--- config.mk ---
export PLATFORM = sky130hd
export DESIGN_NAME = cfg_byte_rx
export DESIGN_NICKNAME = d
export VERILOG_FILES = /design/src/rtl/cbr_pkg.sv /design/src/rtl/cbr_tick_gen.sv /design/src/rtl/cbr_uart_rx.sv /design/src/rtl/cbr_idle_watch.sv /design/src/rtl/cfg_byte_rx.sv
export SDC_FILE = /design/constraint.sdc
export NUM_CORES = 1
export LEC_CHECK = 0
export ABC_AREA = 1
export BUFFER_PORTS_ARGS = -buffer_cell sky130_fd_sc_hd__buf_2
export CAP_MARGIN = 10
export CORE_MARGIN = 2
export CORE_UTILIZATION = 47
export CTS_BUF_LIST = sky130_fd_sc_hd__clkbuf_4 sky130_fd_sc_hd__clkbuf_8
export DETAILED_ROUTE_END_ITERATION = 10
export GPL_TIMING_DRIVEN = 0
export PLACE_DENSITY = 0.65
export SYNTH_ARGS = -nofsm -noshare
export SYNTH_HDL_FRONTEND = slang
export SYNTH_SLANG_ARGS = --single-unit
--- constraint.sdc ---
create_clock -name clk_i -period 1.53 [get_ports clk_i]
set_input_delay 0.0765 -clock clk_i [delete_from_list [all_inputs] [get_ports clk_i]]
set_output_delay 0.0765 -clock clk_i [all_outputs]
set_load 0.05 [all_outputs]
--- src/rtl/cbr_pkg.sv ---
package cbr_pkg;
  localparam int OVS = 16;

  typedef enum logic [1:0] {
    RX_IDLE,
    RX_START,
    RX_DATA,
    RX_STOP
  } rx_state_e;

  // flag bits 7..1 of an accepted byte, MSB first
  typedef struct packed {
    logic fw_upd;
    logic led_off;
    logic xhair;
    logic osd;
    logic dbg_en;
    logic jeida;
    logic ten_bit;
  } cfg_flags_t;
endpackage

--- src/rtl/cbr_tick_gen.sv ---
module cbr_tick_gen #(
  parameter int DIV = 54
) (
  input  logic clk_i,
  input  logic rst_ni,
  output logic tick_o
);
  generate
    if (DIV <= 1) begin : g_every
      assign tick_o = 1'b1;
    end else begin : g_count
      localparam int CW = $clog2(DIV);
      logic [CW-1:0] cnt_q;

      always_ff @(posedge clk_i or negedge rst_ni) begin
        if (!rst_ni) begin
          cnt_q <= '0;
        end else if (cnt_q == CW'(DIV - 1)) begin
          cnt_q <= '0;
        end else begin
          cnt_q <= cnt_q + 1'b1;
        end
      end

      assign tick_o = (cnt_q == CW'(DIV - 1));

      a_r1_tick_range: assert property (@(posedge clk_i) disable iff (!rst_ni)
        cnt_q <= CW'(DIV - 1));
    end
  endgenerate
endmodule

--- src/rtl/cbr_uart_rx.sv ---
module cbr_uart_rx
  import cbr_pkg::*;
(
  input  logic       clk_i,
  input  logic       rst_ni,
  input  logic       tick_i,
  input  logic       rxd_i,
  output logic       vld_o,
  output logic [7:0] data_o
);
  localparam int OW = $clog2(OVS);
  localparam logic [OW-1:0] MID  = OW'(OVS / 2 - 1);
  localparam logic [OW-1:0] LAST = OW'(OVS - 1);

  rx_state_e     st_q;
  logic [OW-1:0] os_q;
  logic [2:0]    idx_q;
  logic [7:0]    sr_q;
  logic          vld_q;

  always_ff @(posedge clk_i or negedge rst_ni) begin
    if (!rst_ni) begin
      st_q  <= RX_IDLE;
      os_q  <= '0;
      idx_q <= '0;
      sr_q  <= '0;
      vld_q <= 1'b0;
    end else begin
      vld_q <= 1'b0;
      if (tick_i) begin
        unique case (st_q)
          RX_IDLE: begin
            if (!rxd_i) begin
              st_q <= RX_START;
              os_q <= '0;
            end
          end
          RX_START: begin
            if (os_q == MID) begin
              os_q  <= '0;
              idx_q <= '0;
              // a false start: the line is back high by mid-bit
              st_q  <= rxd_i ? RX_IDLE : RX_DATA;
            end else begin
              os_q <= os_q + 1'b1;
            end
          end
          RX_DATA: begin
            if (os_q == LAST) begin
              os_q <= '0;
              sr_q <= {rxd_i, sr_q[7:1]};
              if (idx_q == 3'd7) begin
                st_q <= RX_STOP;
              end else begin
                idx_q <= idx_q + 1'b1;
              end
            end else begin
              os_q <= os_q + 1'b1;
            end
          end
          RX_STOP: begin
            if (os_q == LAST) begin
              os_q  <= '0;
              vld_q <= rxd_i;
              st_q  <= RX_IDLE;
            end else begin
              os_q <= os_q + 1'b1;
            end
          end
          default: st_q <= RX_IDLE;
        endcase
      end
    end
  end

  assign vld_o  = vld_q;
  assign data_o = sr_q;

  a_r5_vld_after_stop: assert property (@(posedge clk_i) disable iff (!rst_ni)
    vld_q |-> $past(st_q) == RX_STOP && $past(rxd_i));
  a_r6_data_needs_low_start: assert property (@(posedge clk_i) disable iff (!rst_ni)
    (st_q == RX_START && tick_i && os_q == MID && rxd_i) |=> st_q == RX_IDLE);
endmodule

--- src/rtl/cbr_idle_watch.sv ---
module cbr_idle_watch #(
  parameter int HOLD_CYC = 500_000_000
) (
  input  logic clk_i,
  input  logic rst_ni,
  input  logic rxd_i,
  output logic hold_o
);
  localparam int unsigned LIMIT = HOLD_CYC + 1;
  localparam int CW = $clog2(LIMIT + 1);

  logic [CW-1:0] cnt_q;

  always_ff @(posedge clk_i or negedge rst_ni) begin
    if (!rst_ni) begin
      cnt_q <= '0;
    end else if (!rxd_i) begin
      cnt_q <= '0;
    end else if (cnt_q != CW'(LIMIT)) begin
      cnt_q <= cnt_q + 1'b1;
    end
  end

  assign hold_o = (cnt_q == CW'(LIMIT));

  a_r8_low_clears: assert property (@(posedge clk_i) disable iff (!rst_ni)
    !rxd_i |=> !hold_o);
  a_r7_rise_on_high: assert property (@(posedge clk_i) disable iff (!rst_ni)
    $rose(hold_o) |-> $past(rxd_i));
endmodule

--- src/rtl/cfg_byte_rx.sv ---
module cfg_byte_rx
  import cbr_pkg::*;
#(
  parameter int CLK_HZ   = 100_000_000,
  parameter int BAUD_HZ  = 115_200,
  parameter int HOLD_CYC = 500_000_000
) (
  input  logic clk_i,
  input  logic rst_ni,
  input  logic rxd_i,
  output logic ten_bit_o,
  output logic jeida_o,
  output logic dbg_en_o,
  output logic osd_o,
  output logic xhair_o,
  output logic led_off_o,
  output logic fw_upd_o,
  output logic hold_dbg_o
);
  localparam int DIV_RAW = CLK_HZ / (BAUD_HZ * OVS);
  localparam int DIV     = (DIV_RAW < 1) ? 1 : DIV_RAW;

  logic [1:0] sync_q;
  logic       rxd_s;
  logic       tick;
  logic       vld;
  logic [7:0] data;
  logic       byte_ok;
  cfg_flags_t flags_q;

  always_ff @(posedge clk_i or negedge rst_ni) begin
    if (!rst_ni) begin
      sync_q <= 2'b11;
    end else begin
      sync_q <= {sync_q[0], rxd_i};
    end
  end
  assign rxd_s = sync_q[1];

  cbr_tick_gen #(.DIV(DIV)) u_tick (
    .clk_i (clk_i),
    .rst_ni(rst_ni),
    .tick_o(tick)
  );

  cbr_uart_rx u_rx (
    .clk_i (clk_i),
    .rst_ni(rst_ni),
    .tick_i(tick),
    .rxd_i (rxd_s),
    .vld_o (vld),
    .data_o(data)
  );

  cbr_idle_watch #(.HOLD_CYC(HOLD_CYC)) u_idle (
    .clk_i (clk_i),
    .rst_ni(rst_ni),
    .rxd_i (rxd_s),
    .hold_o(hold_dbg_o)
  );

  // even parity over the full byte
  assign byte_ok = vld && !(^data);

  always_ff @(posedge clk_i or negedge rst_ni) begin
    if (!rst_ni) begin
      flags_q <= '0;
    end else if (byte_ok) begin
      flags_q <= cfg_flags_t'(data[7:1]);
    end
  end

  assign ten_bit_o = flags_q.ten_bit;
  assign jeida_o   = flags_q.jeida;
  assign dbg_en_o  = flags_q.dbg_en;
  assign osd_o     = flags_q.osd;
  assign xhair_o   = flags_q.xhair;
  assign led_off_o = flags_q.led_off;
  assign fw_upd_o  = flags_q.fw_upd;

  a_r4_bad_parity_drop: assert property (@(posedge clk_i) disable iff (!rst_ni)
    (vld && ^data) |=> $stable(flags_q));
  a_r9_hold_no_frame: assert property (@(posedge clk_i) disable iff (!rst_ni)
    !vld |=> $stable(flags_q));
  a_r3_load_value: assert property (@(posedge clk_i) disable iff (!rst_ni)
    (vld && !(^data)) |=> flags_q == $past(data[7:1]));
endmodule

==> results.py, run 1 <==
metrics = {
    "sta": {
        "worst_hold_slack_ns": 0.310,
        "finClkSkew_ns": 0.00769,
        "worst_slew_margin_rel_pct": 53.9,
        "layout_setup_ws_ns": -0.130,
        "report.final.setup_viol": 2,
        "final_min_period_over_clock_period_pct": 108,
        "worst_slew_pin_slew_ns": 0.691,
        "post-route-min-period_ns": 1.66,
        "setup_tns_ns": -0.132,
        "achievable-frequency_mhz": 602,
        "final-hold-violation-count": 0,
        "slew_violations": 0,
        "setup_repair_after_global_routing_missed_its_margin": "true",
    },
    "setup_path": {
        "setup.worst_path.start_class": "flop",
        "worst_setup_path_end_kind": "output port",
        "worst-endpoint-arrival_ns": 1.58,
        "worstPathMaxFanout": 3,
        "cp.required_ns": 1.45,
        "ff2ff_setup_slack_ns": 0,
        "crit_path_kind": "reg -> out",
    },
    "routing": {
        "route.antenna.remaining_nets": 0,
        "remaining_drc_errors": 0,
        "post_drt_via_cell_ratio": 5.17,
        "dr.first_iter.drc_count": 180,
        "firstDrtPassIters": 5,
        "wl_mm": 8.81,
        "wire_per_inst_um": 13.3,
        "vias": 3436,
    },
    "floorplan": {
        "floorplan.initialDensity_pct": 48.6,
        "die_height_um": 90.8,
        "floorplan.core_area_um2": 7290,
        "ioPinCount": 11,
        "die-width_um": 90.8,
        "die-area_um2": 8250,
        "fp-row-count": 31,
    },
    "synthesis": {
        "synthesized_cell_area_um2": 3540,
        "most_used_flip_flop_cell_after_synthesis": "dfrtp_1",
        "synth_top_cells_by_area": "dfrtp_1, nand2_1, nor2_1",
        "synth_warnings": 0,
        "postSynthNetCount": 525,
        "synth-edff-count": 0,
        "synth.ff_latch_count": 62,
        "synth_common_cells": "nand2_1, nor2_1, inv_1, dfrtp_1, nand3_1",
        "yosys.area.top_type_share_pct": 42.4,
        "yosysTopAreaCell": "dfrtp_1",
        "synth.distinct_cells": 24,
        "synth-async-reset-ratio_pct": 100,
        "synthCells": 515,
        "synth.most_common_cell": "nand2_1",
        "syn_avg_cell_area_um2": 6.88,
        "synth-seq-area-share_pct": 43.9,
    },
    "place": {
        "dpl.cell_count": 625,
        "port_buffers": 10,
        "gpl.final_weighted_congestion": 0.901,
        "dp_hpwl_mm": 5.82,
    },
    "pwr": {
        "design_power_total_uw": 3300,
        "power.density_nw_per_um2": 727,
        "power.static_leakage_uw": 0.00212,
        "power.ir.vdd_worst_v": 0.000497,
    },
    "finish": {
        "multi_input_gate_area_in_the_final_layout_um2": 2040,
        "filler_cells_inserted": 656,
        "layout.nets": 571,
        "register_area_um2": 1560,
        "final_util_pct": 62.3,
        "drive_above_1_share_pct": 22.1,
        "fin_cells": 665,
        "syn_to_final_growth_pct": 28.2,
        "antenna_diode_count": 0,
    },
    "global_route": {
        "grt_max_degree": 37,
        "antenna_found_initial": 0,
        "number_of_global_route_vias_before_repair": 3246,
        "overflow": 0,
        "first_pass_grt_wire_length_mm": 14.3,
        "track_usage_pct": 21.4,
    },
    "outcome": {
        "violations": "setup timing",
        "run_status": "finished, violations left",
    },
    "clocking": {
        "cts_num_sinks": 62,
        "cts_root_buffer": "clkbuf_8",
        "h-tree-depth": 3,
        "insertion_delay_ns": 0.35,
        "clockBufferDepth": 2,
        "cts_tree": "built",
        "cts.clk_slew.worst_paths_ns": 0.08,
        "cts-buffers-inserted": 9,
    },
    "min_path": {
        "holdCritPathClass": "in -> async",
    },
    "run": {
        "drv.max_cap_violation_count": 0,
    },
}
[kinds of logic after synthesis]
kind of cell | Yosys count | share of synthesized area, %
compound gates | 36 | 5.16
xor+xnor | 6 | 1.48
fa+ha+maj | 7 | 2.47
buf+inv | 73 | 8.16
flops | 62 | 43.9
simple gates | 331 | 38.9
[metal layers]
layer | vias to the layer above | routed length [um] | GRT usage [%]
met1 | 1608 | 4060 | 29.3
li1 | 1710 | - | -
met4 | 0 | 146 | 7.20
met3 | 23 | 357 | 3.34
met5 | - | 0 | 0
met2 | 95 | 4250 | 34.9
[path summary, 6_finish.rpt]
kind	end	start	cells after the start
worst min register to register	sync_q[1]	sync_q[0]	0
min in group clk_i	sync_q[1]	sync_q[0]	0
max in group asynchronous	u_rx.st_q[0]	rst_ni	3
worst min-delay path	u_idle.cnt_q[20]	rst_ni	2
worst max-delay path	hold_dbg_o	u_idle.cnt_q[1]	7
worst max register to register	u_idle.cnt_q[22]	u_idle.cnt_q[0]	9
[layout by cell type, fill, tap and decap left out, drive strengths merged]
cell type	count
nand3	41
xnor2	1
xor2	5
dlygate4sd3	2
nor2	91
clkinvlp	3
clkinv	1
o21bai	1
nand2	172
bufinv	1
dfrtp	60
and2	2
ha	7
nor3	12
dfstp	2
clkbuf	13
a21oi	12
nand4	12
inv	68
o21ai	23
buf	36
nand3b	1
[through the flow]
stage | area, um^2 | worst slack (ns)
after global placement | 3720 | -0.204
after CTS | 4160 | -0.135
after global routing | 4540 | -0.269
after floorplan | 3550 | 0.0857
after detailed placement | 3740 | -0.260
final | 4540 | -0.130
[registers in the layout, summed over array words and instances, names as in the netlist, named ones only]
signal and count:
led_off_o 1, u_rx.vld_o 1, u_rx.data_o 8, u_rx.st_q 1, xhair_o 1, u_rx.idx_q 3
jeida_o 1, ten_bit_o 1, u_rx.os_q 4, osd_o 1, fw_upd_o 1, u_tick.g_count.cnt_q 6
sync_q 2, u_idle.cnt_q 29, dbg_en_o 1
[worst max-delay path, stage by stage (launching register included)]
cell and delay, ns:
dfrtp_1 0.42, inv_1 0.07, ha_1 0.17, nand2_1 0.07, nor3_2 0.13, nand3b_1 0.11
nor2_2 0.11, buf_6 0.16
[final cells by class]
cell class | instances | area share (%)
Clock inverter | 6 | 1.54
Tap cell | 99 | 2.73
Timing Repair Buffer | 35 | 6.94
Multi-Input combinational cell | 380 | 44.8
Clock buffer | 10 | 3.03
Inverter | 67 | 5.65
Sequential cell | 62 | 34.4
Buffer | 6 | 0.909
[power by group]
part | total [uW] | internal (uW) | leakage [uW] | switching, uW
Clock | 1520 | 804 | 0.0000951 | 720
Combinational | 121 | 41.4 | 0.00119 | 79.8
Sequential | 1660 | 1650 | 0.000831 | 8.19
[repair_timing]
action                     CTS  global route
resized for setup           26            87
pin swaps                    8            20
cloned                       0             1
setup endpoints to repair   25            44
setup buffers               10            13
hold endpoints to repair    25             0
hold buffers                 2             0
(Power assumes the default switching activity.)
==> run 2: changes to the inputs <==
--- a/config.mk
+++ b/config.mk
@@ -13,7 +13,9 @@
 export CTS_BUF_LIST = sky130_fd_sc_hd__clkbuf_4 sky130_fd_sc_hd__clkbuf_8
 export DETAILED_ROUTE_END_ITERATION = 10
 export GPL_TIMING_DRIVEN = 0
+export MAX_ROUTING_LAYER = met4
 export PLACE_DENSITY = 0.65
+export RECOVER_POWER = 100
 export SYNTH_ARGS = -nofsm -noshare
 export SYNTH_HDL_FRONTEND = slang
 export SYNTH_SLANG_ARGS = --single-unit
==> run 2 against run 1 <==
Net effect:
- the run still ends with setup timing left
- core utilization down 3.3 points
- die area unchanged
- register-to-register slack worse by 0.16 ns
- sequential share of layout area up 1.9 points
- power down 4.8%
- largest cell class unchanged
- sequential power about the same
- critical endpoint is now u_idle.cnt_q[20]
- critical path depth up 5
- clock power down 11%
- routed wire length down 4.3%
- non-clock buffer count unchanged
==> results.py, run 2 (synthesis gave the netlist of run 1 again) <==
metrics = {
    "finish": {
        "regMostFlops": "u_idle.cnt_q",
        "largest_register_ffs": 29,
        "stdcell_area_um2": 4300,
        "filler_cells_inserted": 697,
        "syn_to_final_growth_pct": 21.4,
        "layout.nets": 571,
        "layout_common_cells": "nand2_1, nor2_1, inv_1, dfrtp_1, nand3_1",
        "antenna_diode_count": 0,
        "final_common_cell": "nand2_1",
        "drive_above_1_share_pct": 16.8,
    },
    "outcome": {
        "violations": "setup timing",
        "run_status": "finished, violations left",
    },
    "sta": {
        "setup_repair_after_global_routing_missed_its_margin": "true",
        "achievable-frequency_mhz": 591,
        "report.final.setup_viol": 22,
        "finClkSkew_ns": 0.0116,
        "layout_setup_ws_ns": -0.162,
        "worst_slew_pin_slew_ns": 0.730,
        "post-route-min-period_ns": 1.69,
        "worst_slew_margin_rel_pct": 51.3,
        "final_min_period_over_clock_period_pct": 111,
        "setup_tns_ns": -0.991,
        "slew_violations": 0,
        "final-hold-violation-count": 0,
    },
    "routing": {
        "post_drt_via_cell_ratio": 5.01,
        "remaining_drc_errors": 0,
        "wl_mm": 8.44,
        "route.antenna.remaining_nets": 0,
        "wire_per_inst_um": 12.7,
        "vias": 3330,
        "firstDrtPassIters": 5,
        "dr.first_iter.drc_count": 191,
    },
    "run": {
        "drv.max_cap_violation_count": 0,
    },
    "setup_path": {
        "critical_path.n_buffers_inverters": 3,
        "worstPathMaxFanout": 4,
        "worst-endpoint-arrival_ns": 1.98,
        "cp.required_ns": 1.81,
        "critical_path.max_stage_delay_ns": 0.36,
        "crit_path_kind": "reg -> reg",
        "worst_setup_path_end_kind": "flop",
        "worst_r2r_path_depth": 12,
        "rr_endpoint": "u_idle.cnt_q[20]",
        "ff2ff_setup_slack_ns": -0.16,
        "cp_cell_sequence": "buf_6 -> buf_6 -> ha_4 -> nand3_4 -> nor2_2 -> buf_4 -> nand2_4 -> nor2_4 -> nand2_2 -> nand2_1 -> nand2_1 -> nor2_1",
        "worst_path_cell_with_the_longest_stage_delay": "dfrtp_1",
        "crit-reg2reg-launch": "u_idle.cnt_q[1]",
        "critical-path-top-delay-family": "simple AND/OR/NAND/NOR gates",
        "crit_start": "u_idle.cnt_q[1]",
        "setup.worst_path.start_class": "flop",
    },
    "place": {
        "port_buffers": 10,
        "gpl.final_weighted_congestion": 0.898,
        "placement.setup.worst_slack_ns": -0.223,
        "dpl_cell_area_um2": 3740,
        "dp_hpwl_mm": 5.74,
    },
    "min_path": {
        "holdCritPathClass": "in -> async",
    },
    "clocking": {
        "cts.clk_slew.worst_paths_ns": 0.08,
        "cts_num_sinks": 62,
        "h-tree-depth": 3,
        "clockBufferDepth": 2,
        "insertion_delay_ns": 0.35,
        "cts_tree": "built",
        "cts-buffers-inserted": 9,
        "cts_root_buffer": "clkbuf_8",
    },
    "floorplan": {
        "die-width_um": 90.8,
        "floorplan.initialDensity_pct": 48.6,
        "ioPinCount": 11,
        "fp-row-count": 31,
        "floorplan.core_area_um2": 7290,
        "die-area_um2": 8250,
        "die_height_um": 90.8,
    },
    "global_route": {
        "track_usage_pct": 21.8,
        "number_of_global_route_vias_before_repair": 3043,
        "antenna_found_initial": 0,
        "grt_max_degree": 36,
        "overflow": 0,
        "first_pass_grt_wire_length_mm": 14.0,
    },
    "pwr": {
        "power.density_nw_per_um2": 731,
        "power.static_leakage_uw": 0.00200,
        "power.ir.vdd_worst_v": 0.000586,
        "design_power_total_uw": 3140,
    },
}
run 2: worst reg2reg max path, cell delays in order, from the launching register on:
cell and delay, ns:
dfrtp_1 0.36, buf_6 0.11, buf_6 0.09, ha_4 0.14, nand3_4 0.09, nor2_2 0.24
buf_4 0.19, nand2_4 0.06, nor2_4 0.10, nand2_2 0.07, nand2_1 0.06, nand2_1 0.04
nor2_1 0.09
run 2: area by class of cell:
type	instances	area [um^2]	area share [%]
plain buffers	5	27.5	0.640
clock buffers	10	138	3.20
clock inverters	6	46.3	1.08
inverters	67	254	5.90
multi-input cells	380	1890	43.9
flip-flops and latches	62	1560	36.3
well taps	99	124	2.88
repair buffers	36	264	6.14
run 2: how the worst max path moves through the flow:
stage                  endpoint  slack [ns]  cells past startpoint
2_1_floorplan        hold_dbg_o        0.09                      6
3_3_place_gp   u_idle.cnt_q[24]       -0.21                      8
3_5_place_dp   u_idle.cnt_q[20]       -0.22                      9
4_1_cts              hold_dbg_o       -0.13                      6
5_1_grt              hold_dbg_o       -0.23                      6
6_report       u_idle.cnt_q[20]       -0.16                     12
run 2: metrics by stage:
| stage | utilization, % | instances | hold slack, ns |
|---|---|---|---|
| 2_1_floorplan | - | 515 | -0.219 |
| 3_3_place_gp | 51.0 | 624 | 0.182 |
| 3_5_place_dp | 51.3 | 625 | 0.162 |
| 4_1_cts | 56.3 | 652 | 0.319 |
| 5_1_grt | 59.0 | 665 | 0.367 |
| 6_report | 59.0 | 665 | 0.304 |
run 2: per-layer routing:
metal	global-route usage, %	up-vias	wire length, um	part of all wire (%)
met1	29.5	1544	4070	48
met2	32.8	67	3880	46
met4	9.34	0	160	1.9
met5	-	-	0	0
li1	-	1703	-	-
met3	3.59	16	318	3.8
run 2: timing repair:
action | 4_1_cts | 5_1_grt
buffers inserted | 9 | 15
endpoints found under the hold margin | 26 | 0
endpoints found under the setup margin | 25 | 43
gates resized for setup | 26 | 44
cloned | 0 | 0
pin swaps | 5 | 12
hold buffers | 2 | 0
run 2: power breakdown:
group	total, uW	switching (uW)	internal (uW)
logic	123	81.6	41.6
clock network	1360	724	639
registers	1660	8.57	1650
==> run 3: changes to the inputs <==
--- a/config.mk
+++ b/config.mk
@@ -14,7 +14,6 @@
 export DETAILED_ROUTE_END_ITERATION = 10
 export GPL_TIMING_DRIVEN = 0
 export MAX_ROUTING_LAYER = met4
-export PLACE_DENSITY = 0.65
 export RECOVER_POWER = 100
 export SYNTH_ARGS = -nofsm -noshare
 export SYNTH_HDL_FRONTEND = slang
==> constraint.sdc (replaced) <==
create_clock -name clk_i -period 1.6 [get_ports clk_i]
set_input_delay 0.08 -clock clk_i [delete_from_list [all_inputs] [get_ports clk_i]]
set_output_delay 0.08 -clock clk_i [all_outputs]
set_load 0.05 [all_outputs]
==> run 3 against run 2 <==
Net effect:
- the flow still finishes with violations (setup timing)
- core utilization down 0.86 points
- routed wire length fell by 3.1%
- die area unchanged
- count of clock-buffer cells in the layout is 2 higher
- final area decreased by 1.5%
- via count decreased by 3.0%
- hold slack worse by 0.037 ns
- power increased by 3.8%
- sequential power down 4%
- non-clock buffer count shrank 3
- critical endpoint is now hold_dbg_o
- largest cell class unchanged
- highest routed layer unchanged
==> results.py, run 3 (synthesis gave the netlist of run 1 again) <==
metrics = {
    "outcome": {
        "run_status": "finished, violations left",
        "violations": "setup timing",
    },
    "floorplan": {
        "fp-row-count": 31,
        "die-width_um": 90.8,
        "die-area_um2": 8250,
        "ioPinCount": 11,
        "floorplan.core_area_um2": 7290,
        "floorplan.initialDensity_pct": 48.6,
        "die_height_um": 90.8,
    },
    "clocking": {
        "cts_root_buffer": "clkbuf_8",
        "clockBufferDepth": 2,
        "cts-buffers-inserted": 9,
        "insertion_delay_ns": 0.34,
        "h-tree-depth": 3,
        "cts_num_sinks": 62,
        "cts.clk_slew.worst_paths_ns": 0.07,
        "cts_tree": "built",
    },
    "setup_path": {
        "worst_setup_path_end_kind": "output port",
        "setup.worst_path.start_class": "flop",
        "worst-endpoint-arrival_ns": 1.55,
        "crit_path_kind": "reg -> out",
        "worstPathMaxFanout": 4,
        "cp.required_ns": 1.52,
        "ff2ff_setup_slack_ns": 0.05,
        "worst_r2r_path_depth": 8,
    },
    "routing": {
        "vias": 3229,
        "post_drt_via_cell_ratio": 4.88,
        "wl_mm": 8.17,
        "firstDrtPassIters": 5,
        "remaining_drc_errors": 0,
        "wire_per_inst_um": 12.3,
        "route.antenna.remaining_nets": 0,
        "dr.first_iter.drc_count": 154,
    },
    "sta": {
        "worst_hold_slack_ns": 0.267,
        "report.final.setup_viol": 1,
        "worst_slew_margin_rel_pct": 60.3,
        "final-hold-violation-count": 0,
        "slew_violations": 0,
        "final_min_period_over_clock_period_pct": 102,
        "finClkSkew_ns": 0.00949,
        "post-route-min-period_ns": 1.63,
        "worst_slew_pin_slew_ns": 0.598,
        "setup_repair_after_global_routing_missed_its_margin": "true",
        "layout_setup_ws_ns": -0.0274,
        "achievable-frequency_mhz": 614,
    },
    "finish": {
        "filler_cells_inserted": 743,
        "multi_input_gate_area_in_the_final_layout_um2": 1840,
        "syn_to_final_growth_pct": 19.6,
        "final_common_cell": "nand2_1",
        "regMostFlops": "u_idle.cnt_q",
        "largest_register_ffs": 29,
        "layout_common_cells": "nand2_1, nor2_1, inv_1, dfrtp_1, nand3_1",
        "drive_above_1_share_pct": 14.4,
        "antenna_diode_count": 0,
        "layout.nets": 568,
        "register_area_um2": 1560,
    },
    "min_path": {
        "holdCritPathClass": "in -> async",
    },
    "place": {
        "port_buffers": 10,
        "dp_hpwl_mm": 5.78,
        "gpl.final_weighted_congestion": 0.907,
        "placement.setup.worst_slack_ns": -0.228,
    },
    "global_route": {
        "number_of_global_route_vias_before_repair": 2964,
        "track_usage_pct": 21.3,
        "grt_max_degree": 41,
        "overflow": 0,
        "antenna_found_initial": 0,
        "first_pass_grt_wire_length_mm": 13.8,
    },
    "pwr": {
        "power.density_nw_per_um2": 770,
        "power.ir.vdd_worst_v": 0.000434,
        "power.static_leakage_uw": 0.00195,
        "design_power_total_uw": 3260,
    },
    "run": {
        "drv.max_cap_violation_count": 0,
    },
}
==> run 3: changes by cell type in the layout (fill, tap and decap cells not counted), moves of 3 or more <==
cell      delta
nand2_1      +3
buf_6        -5
nor2_2       -6
clkbuf_4     +3
nor2_1       +5
nand3_2      +3
clkbuf_1     +4
==> run 3: worst paths after layout <==
kind                            startpoint          endpoint
setup / recovery           u_idle.cnt_q[1]        hold_dbg_o
hold / removal                      rst_ni  u_idle.cnt_q[18]
setup reg to reg           u_idle.cnt_q[1]  u_idle.cnt_q[13]
hold reg to reg                  sync_q[0]         sync_q[1]
max in group asynchronous           rst_ni         sync_q[1]
min in group clk_i               sync_q[0]         sync_q[1]
==> run 3: report_power, final <==
part | internal, uW | total [uW] | switching [uW]
Clock | 950 | 1570 | 617
Combinational | 35.7 | 110 | 74.0
Sequential | 1580 | 1590 | 9.79
==> run 3: layer usage <==
metal	routed length (um)	part of all wire, %	up-vias	GRT usage (%)
met1	4180	51	1458	31.0
met2	3620	44	62	30.8
met3	286	3.5	9	3.26
met4	85	1.0	0	6.82
met5	0	0	-	-
li1	-	-	1700	-
==> run 3: through the flow <==
stage	cell area (um^2)	instances	setup TNS (ns)	utilization (%)
finish	4240	662	-0.0274	58.1
global placement	3720	624	-1.47	51.0
global route	4240	662	-0.458	58.1
CTS	4070	650	-0.0824	55.9
detailed placement	3740	625	-1.53	51.3
floorplan	3550	515	0	-
==> run 3: cell type report <==
type | count | area share [%]
Clock buffer | 12 | 3.60
Timing Repair Buffer | 32 | 4.81
Buffer | 6 | 0.797
Sequential cell | 62 | 36.8
Inverter | 67 | 5.93
Clock inverter | 4 | 1.65
Tap cell | 99 | 2.92
Multi-Input combinational cell | 380 | 43.5
==> run 3: timing repair <==
item                                    4_1_cts  5_1_grt
hold endpoints to repair                     22        0
endpoints found under the setup margin       18       38
hold buffers                                  2        0
resized for setup                            10       37
buffers inserted                              7       12
pin swaps                                     3        8
==> run 3: critical path, stage by stage, from the launching register on <==
cell and delay, ns:
dfrtp_2 0.43, inv_2 0.07, ha_4 0.13, nand2_2 0.05, nor3_2 0.13, nand3b_1 0.12
nor2_2 0.11, buf_6 0.16
